**src/rtl/swfc_pkg.sv**
```systemverilog
package swfc_pkg;
  localparam int CHAR_W = 8;
  typedef enum logic [0:0] {
    SEL_XON  = 1'b0,
    SEL_XOFF = 1'b1
  } code_sel_e;
endpackage

```
**src/rtl/swfc_rx_match.sv**
```systemverilog
module swfc_rx_match #(
  parameter int CW = 8
) (
  input  logic          clk,
  input  logic          rst_n,
  input  logic          sw_en,
  input  logic          rx_vld,
  input  logic [CW-1:0] rx_char,
  input  logic [CW-1:0] xon_code,
  input  logic [CW-1:0] xoff_code,
  output logic          hit_xon,
  output logic          hit_xoff,
  output logic          fifo_wr,
  output logic [CW-1:0] fifo_data
);
  logic wr_nxt;

  always_comb begin
    hit_xon  = rx_vld && sw_en && (rx_char == xon_code);
    hit_xoff = rx_vld && sw_en && (rx_char == xoff_code);
    wr_nxt   = rx_vld && !hit_xon && !hit_xoff;
  end

  always_ff @(posedge clk or negedge rst_n) begin
    if (!rst_n) begin
      fifo_wr   <= 1'b0;
      fifo_data <= '0;
    end else begin
      fifo_wr <= wr_nxt;
      if (rx_vld) fifo_data <= rx_char;
    end
  end


  code_dropped_chk: assert property (@(posedge clk) disable iff (!rst_n)
    (rx_vld && sw_en && (rx_char == xon_code || rx_char == xoff_code)) |=> !fifo_wr);


  pass_when_off_chk: assert property (@(posedge clk) disable iff (!rst_n)
    (rx_vld && !sw_en) |=> (fifo_wr && fifo_data == $past(rx_char)));
endmodule

```
**src/rtl/swfc_halt_ctl.sv**
```systemverilog
module swfc_halt_ctl (
  input  logic clk,
  input  logic rst_n,
  input  logic sw_en,
  input  logic any_resume,
  input  logic rx_vld,
  input  logic hit_xon,
  input  logic hit_xoff,
  input  logic tx_busy,
  output logic tx_halt
);
  logic stop_pend, stop_pend_nxt;
  logic halted, halted_nxt;
  logic resume_evt;

  always_comb begin
    resume_evt    = hit_xon || (any_resume && rx_vld && sw_en && !hit_xoff);
    stop_pend_nxt = stop_pend;
    halted_nxt    = halted;
    if (!sw_en) begin
      stop_pend_nxt = 1'b0;
      halted_nxt    = 1'b0;
    end else if (hit_xoff) begin
      if (!tx_busy) begin
        halted_nxt    = 1'b1;
        stop_pend_nxt = 1'b0;
      end else begin
        stop_pend_nxt = 1'b1;
      end
    end else if (resume_evt) begin
      stop_pend_nxt = 1'b0;
      halted_nxt    = 1'b0;
    end else if (stop_pend && !tx_busy) begin
      stop_pend_nxt = 1'b0;
      halted_nxt    = 1'b1;
    end
  end

  always_ff @(posedge clk or negedge rst_n) begin
    if (!rst_n) begin
      stop_pend <= 1'b0;
      halted    <= 1'b0;
    end else begin
      stop_pend <= stop_pend_nxt;
      halted    <= halted_nxt;
    end
  end

  assign tx_halt = halted && sw_en;


  xoff_idle_halt_chk: assert property (@(posedge clk) disable iff (!rst_n)
    (hit_xoff && !tx_busy) |=> halted);


  halt_after_char_chk: assert property (@(posedge clk) disable iff (!rst_n)
    $rose(halted) |-> $past(!tx_busy));


  xon_release_chk: assert property (@(posedge clk) disable iff (!rst_n)
    hit_xon |=> !halted);
endmodule

```
**src/rtl/swfc_ins_ctl.sv**
```systemverilog
module swfc_ins_ctl
  import swfc_pkg::*;
#(
  parameter int CW   = 8,
  parameter int LVLW = 7
) (
  input  logic            clk,
  input  logic            rst_n,
  input  logic            sw_en,
  input  logic [LVLW-1:0] rx_fifo_lvl,
  input  logic [LVLW-1:0] halt_lvl,
  input  logic [LVLW-1:0] resume_lvl,
  input  logic [CW-1:0]   xon_code,
  input  logic [CW-1:0]   xoff_code,
  input  logic            ins_ack,
  output logic            ins_req,
  output logic [CW-1:0]   ins_char
);
  logic      off_sent, off_sent_nxt;
  logic      req_nxt;
  code_sel_e sel, sel_nxt;

  always_comb begin
    off_sent_nxt = off_sent;
    req_nxt      = ins_req;
    sel_nxt      = sel;
    if (!sw_en) begin
      off_sent_nxt = 1'b0;
      req_nxt      = 1'b0;
    end else if (ins_req) begin
      if (ins_ack) req_nxt = 1'b0;
    end else if (!off_sent && rx_fifo_lvl >= halt_lvl) begin
      req_nxt      = 1'b1;
      sel_nxt      = SEL_XOFF;
      off_sent_nxt = 1'b1;
    end else if (off_sent && rx_fifo_lvl <= resume_lvl) begin
      req_nxt      = 1'b1;
      sel_nxt      = SEL_XON;
      off_sent_nxt = 1'b0;
    end
  end

  always_ff @(posedge clk or negedge rst_n) begin
    if (!rst_n) begin
      off_sent <= 1'b0;
      ins_req  <= 1'b0;
      sel      <= SEL_XON;
    end else begin
      off_sent <= off_sent_nxt;
      ins_req  <= req_nxt;
      sel      <= sel_nxt;
    end
  end

  assign ins_char = (sel == SEL_XOFF) ? xoff_code : xon_code;


  req_hold_chk: assert property (@(posedge clk) disable iff (!rst_n)
    (ins_req && !ins_ack && sw_en) |=> (ins_req && $stable(sel)));


  req_drop_off_chk: assert property (@(posedge clk) disable iff (!rst_n)
    !sw_en |=> !ins_req);
endmodule

```
**src/rtl/swfc_top.sv**
```systemverilog
module swfc_top #(
  parameter int CW   = swfc_pkg::CHAR_W,
  parameter int LVLW = 7
) (
  input  logic            clk,
  input  logic            rst_n,
  input  logic            sw_en,
  input  logic            any_resume,
  input  logic [CW-1:0]   xon_code,
  input  logic [CW-1:0]   xoff_code,
  input  logic [LVLW-1:0] halt_lvl,
  input  logic [LVLW-1:0] resume_lvl,
  input  logic            rx_vld,
  input  logic [CW-1:0]   rx_char,
  input  logic [LVLW-1:0] rx_fifo_lvl,
  input  logic            tx_busy,
  input  logic            ins_ack,
  output logic            fifo_wr,
  output logic [CW-1:0]   fifo_data,
  output logic            tx_halt,
  output logic            ins_req,
  output logic [CW-1:0]   ins_char
);
  logic hit_xon, hit_xoff;

  swfc_rx_match #(.CW(CW)) u_match (
    .clk(clk), .rst_n(rst_n), .sw_en(sw_en), .rx_vld(rx_vld), .rx_char(rx_char),
    .xon_code(xon_code), .xoff_code(xoff_code), .hit_xon(hit_xon),
    .hit_xoff(hit_xoff), .fifo_wr(fifo_wr), .fifo_data(fifo_data)
  );

  swfc_halt_ctl u_halt (
    .clk(clk), .rst_n(rst_n), .sw_en(sw_en), .any_resume(any_resume),
    .rx_vld(rx_vld), .hit_xon(hit_xon), .hit_xoff(hit_xoff),
    .tx_busy(tx_busy), .tx_halt(tx_halt)
  );

  swfc_ins_ctl #(.CW(CW), .LVLW(LVLW)) u_ins (
    .clk(clk), .rst_n(rst_n), .sw_en(sw_en), .rx_fifo_lvl(rx_fifo_lvl),
    .halt_lvl(halt_lvl), .resume_lvl(resume_lvl), .xon_code(xon_code),
    .xoff_code(xoff_code), .ins_ack(ins_ack), .ins_req(ins_req),
    .ins_char(ins_char)
  );


  any_resume_chk: assert property (@(posedge clk) disable iff (!rst_n)
    (sw_en && any_resume && rx_vld && rx_char != xoff_code && $past(sw_en)) |=> !tx_halt);
endmodule

```
**config.mk**
```make
export PLATFORM = sky130hd
export DESIGN_NAME = swfc_top
export DESIGN_NICKNAME = d
export VERILOG_FILES = /design/src/rtl/swfc_pkg.sv /design/src/rtl/swfc_rx_match.sv /design/src/rtl/swfc_halt_ctl.sv /design/src/rtl/swfc_ins_ctl.sv /design/src/rtl/swfc_top.sv
export SDC_FILE = /design/constraint.sdc
export NUM_CORES = 1
export LEC_CHECK = 0
export BUFFER_PORTS_ARGS = -buffer_cell sky130_fd_sc_hd__buf_2
export CAP_MARGIN = 20
export CORE_MARGIN = 2
export CORE_UTILIZATION = 45
export DETAILED_ROUTE_END_ITERATION = 8
export PLACE_DENSITY = 0.92
export SLEW_MARGIN = 20
export SYNTH_ARGS = -nofsm -noshare
export SYNTH_HDL_FRONTEND = slang
export SYNTH_SLANG_ARGS = --single-unit
```
**constraint.sdc**
```tcl
create_clock -name clk -period 2.1 [get_ports clk]
set_input_delay 0.42 -clock clk [delete_from_list [all_inputs] [get_ports clk]]
set_output_delay 0.42 -clock clk [all_outputs]
set_load 0.1 [all_outputs]
```
Word-level counts from Yosys, hierarchy flattened. Cells that the tools add are included.

Register bits after elaboration: 14. Bits in latches: 0. Memory bits (writable): 0. Bits in read-only memories: 0. Bits of input ports: 52. Output and inout bits: 19. Logic and storage cells: 57. Memories kept: 0.

$add $sub $neg: 0. Multiply operators: 0. Div/mod/pow operators: 0. Order comparisons: 2. Equal/unequal tests: 6. Shift-type cells: 0. Mux-type cells: 20. Bitwise gates (word level): 1. Reduce and logical (&&, ||, !) cells: 21.

Operators with widths (count): 1-bit 2-to-1 mux (19); 8-bit == test (2); 1-bit logical AND (12); 8-bit 2-to-1 mux (1); 7-bit >= comparator (1); 7-bit less-or-equal comparator (1); 1-bit logical NOT (4); 4-bit by 1-bit inequality test with 1-bit output, second input constant (1); 2-bit AND reduction (2); 3-bit by 1-bit inequality test with 1-bit output, second input constant (1); 3-bit inequality test, second input constant (1); 3-bit AND reduction (1); 2-bit inequality test, second input constant (1); 2-bit nonzero test (1); 1-bit logical OR (1); 1-bit inverter (1).

Longest topological paths before layout.
Word-level depth: 8. Depth in mapped cells: 7. Gate-level depth less buffers: 7.

By module. A second synthesis with hierarchy kept.

Cells, all modules: 122. Area, all modules: 1206.2 µm².

By module, submodules not included: swfc_ins_ctl (instances 1, cells each 68, area each 584.3 µm², sequential area each 75.1 µm²); swfc_rx_match (instances 1, cells each 42, area each 521.8 µm², sequential area each 225.2 µm²); swfc_halt_ctl (instances 1, cells each 12, area each 100.1 µm², sequential area each 50.0 µm²).

Worst setup path after synthesis. No wires, ideal clock.

Kind: input -> register. Start point: input rx_fifo_lvl[0]. End point: register u_ins.sel. Setup time: 125 ps. Arrival: 1556 ps. Required time: 1975 ps. Slack: 419 ps. Cell stages on the path: 7. Path buffers: 0. Cells stage by stage: inv_1 ha_1 nand2b_1 a2111oi_0 o31ai_1 a31oi_1 a21oi_1.

Word-level cells in the longest chain between the ends: 4. Elaborated cells between the ends (all ways): 7. Those cells by class: order compare: 2; mux: 1; reduce/logical: 4.

Ends and longest elaborated chain: start, declared (RTL line swfc_top.sv:15) `input logic [LVLW-1:0] rx_fifo_lvl,`; 7-bit less-or-equal comparator or 7-bit >= comparator (tied branches) (RTL line swfc_ins_ctl.sv:36, swfc_ins_ctl.sv:32); 1-bit logical AND (on tied branches) (RTL line swfc_ins_ctl.sv:36, swfc_ins_ctl.sv:32); 2-bit nonzero test (no source line); 3-bit AND reduction (no source line); end signal, assigned (RTL line swfc_ins_ctl.sv:51) `sel <= sel_nxt;`; end, declared (RTL line swfc_ins_ctl.sv:21) `code_sel_e sel, sel_nxt;`.

Several ways; a longest one is shown, not always the timed one. A chain may end at the register's enable or synchronous reset.

Worst setup path in the final report.
Start point: register u_ins.sel. End point: output ins_char[2].

Word-level cells in the longest chain between the ends: 1.

Ends and longest elaborated chain: 8-bit 2-to-1 mux (RTL line swfc_ins_ctl.sv:55) `assign ins_char = (sel == SEL_XOFF) ? xoff_code : xon_code;`; end, declared (RTL line swfc_top.sv:22) `output logic [CW-1:0] ins_char`.

Every way passes these cells.

==> qor.csv <==
metric,value,unit
outcome,"complete, no violations",
drv_slew,0,
place_hpwl,2790,um
period_needed,1.987,ns
wirelength,3216,um
finalHoldViolCount,0,
startpoint,u_ins.sel,
final_common_cell,buf_2,
max_stage_delay,0.59,ns
dieArea,3069,um^2
finClkSkew,0.01257,ns
ir_drop,1188,uV
cts_buffers,3,
vias,1177,
p_leak,0.8475,nW
fin_cells,226,
h-tree-depth,1,
ant_nets,0,
routedWlPerCell,14.23,um
clk_latency,0.29,ns
ctsRootBufferMaster,clkbuf_4,
setup_violations,0,
setup_slack,0.1129,ns
floorplan.initialDensity,47.55,%
path_cells,"mux2_2, buf_2",
dp.cells,222,
rsz0062_at_grt,false,
fmax,503.2,MHz
area_growth,35.05,%
grt_pass1_wl,5478,um
synth.cell_area,1189,um^2
ys_warn_count,0,
antenna-diode-count,0,
synthCells,124,
cts_resized,0,
synth_flop_cell,dfrtp_1,
arrival,1.57,ns
grt_pass1_vias,1291,
grt_max_degree,15,
grt_usage,22.50,%
ys_async_sr_fraction,100.0,%
antenna_found_initial,0,
syn_avg_cell_area,9.586,um^2
r2r_cells,2,
worstPathMaxFanout,10,
synth-seq-cells,14,
max-slew-margin-rel,66.62,%
cts_hold_buf,0,
worstPathRequired,1.68,ns
drive_gt1_share,47.45,%
fin_setup_tns,0,ns
worst_setup_path_end_kind,primary output,
endpoint,ins_char[2],
drc_errors,0,
dieWidth,55.40,um
core_area,2500,um^2
holdWs,0.005217,ns
synth_edf_count,0,
yosysSeqAreaShare,29.47,%
post-cts-setup-buffers,0,
die_h,55.40,um
gp_congestion,0.8621,
rows,18,
start_kind,register,
final_area,1605,um^2
powerDensity,880.9,nW/um^2
nets,263,
overflow,0,
synth_nets,190,
tightest_slew,0.5042,ns
period_share,94.63,%
maxCapViolations,0,
post-place-ws,0.2153,ns
clock-sinks,14,
io_pins,71,
dpl_cell_area,1569,um^2
worstSetupPathType,reg -> out,
cts.path.max_buffers,2,
reg2reg_to,u_ins.sel,
hold_class,in -> async,
path_clk_slew,0.09,ns
timing.reg2reg.setup_slack,1.13,ns
drt_iter0_drc,19,
dr.pass1.iters,4,
crit_path_top_delay_cell,dfrtp_1,
most-common-layout-cells,"buf_2, mux2_2, inv_1",
port_buffers,70,
r2r_start,u_ins.sel,
via_per_inst,5.208,
synth_cell_type_count,30,
cts_tree,done,
-- per-layer routing --
metal  global-route usage (%)  vias to the layer above  share of wire [%]
met5                        0                        -                  0
met4                    5.923                        0                1.3
met3                    4.450                        4                2.6
met2                    44.05                       26                 58
met1                    24.04                      565                 38
li1                         -                      582                  -
-- critical path: cells and delay by family, from the launching register on --
family	cells	cell delay, ns
flops	1	0.59
buf+inv	1	0.29
mux	1	0.39
-- metrics by stage --
step | power, mW | utilization (%)
after CTS | 1.422 | 64.21
after floorplan | 1.055 | -
after global placement | 1.210 | 62.76
after global routing | 1.481 | 64.21
final | 1.414 | 64.21
after detailed placement | 1.225 | 62.76
-- flip-flops by register name, indices dropped and copies added (netlist names) --
name,flops
u_ins.off_sent,1
u_match.fifo_wr,1
u_halt.halted,1
u_match.fifo_data,8
u_halt.stop_pend,1
u_ins.ins_req,1
u_ins.sel,1
-- cell families (layout without fill, tap and decap cells) --
kind of cell	Yosys count	count (layout)	share of synthesized area (%)
DFF	14	14	29.47
and+or+nand+nor	26	26	11.79
buffers and inverters	17	89	5.368
muxes	16	16	15.16
xor gates and xnor gates	16	16	11.79
AOI/OAI and AO/OA	21	21	11.68
adders and majority gates	14	14	14.74
-- cell type report --
type	instances	area, um^2
Timing Repair Buffer	70	350.3
Multi-Input combinational cell	93	774.5
Inverter	15	56.30
Clock buffer	4	36.28
Sequential cell	14	350.3
Fill cell	220	894.6
Tap cell	30	37.54
-- worst min path at each step --
stage / end / slack (ns) / depth (start not counted)
after floorplan: u_halt.halted / 0.12 / 0
after global placement: u_match.fifo_data[6] / 0.33 / 1
after detailed placement: u_match.fifo_data[7] / 0.33 / 1
after CTS: u_match.fifo_data[7] / 0.008 / 1
after global routing: u_match.fifo_data[7] / 0.02 / 1
final: u_match.fifo_data[7] / 0.005 / 1
-- cell usage after synthesis, types with 2 or more instances --
cell type / number / share of area (%)
mux2_2: 16 / 15
inv_1: 15 / 4.7
dfrtp_1: 14 / 29
ha_1: 14 / 15
xor2_1: 9 / 6.6
a21oi_1: 7 / 2.9
xnor2_1: 7 / 5.2
nand2_1: 5 / 1.6
nand3_1: 5 / 2.1
nor2_1: 4 / 1.3
and2_1: 3 / 1.6
o21ai_0: 3 / 1.3
a31oi_1: 2 / 1.1
clkbuf_1: 2 / 0.63
nand4_1: 2 / 1.1
nor4_1: 2 / 1.1
-- where the power goes --
group | switching (mW) | internal (mW)
sequential | 0.0502 | 0.302
combinational | 0.657 | 0.212
clock | 0.0874 | 0.106
Power figures use the tool's default switching activity.
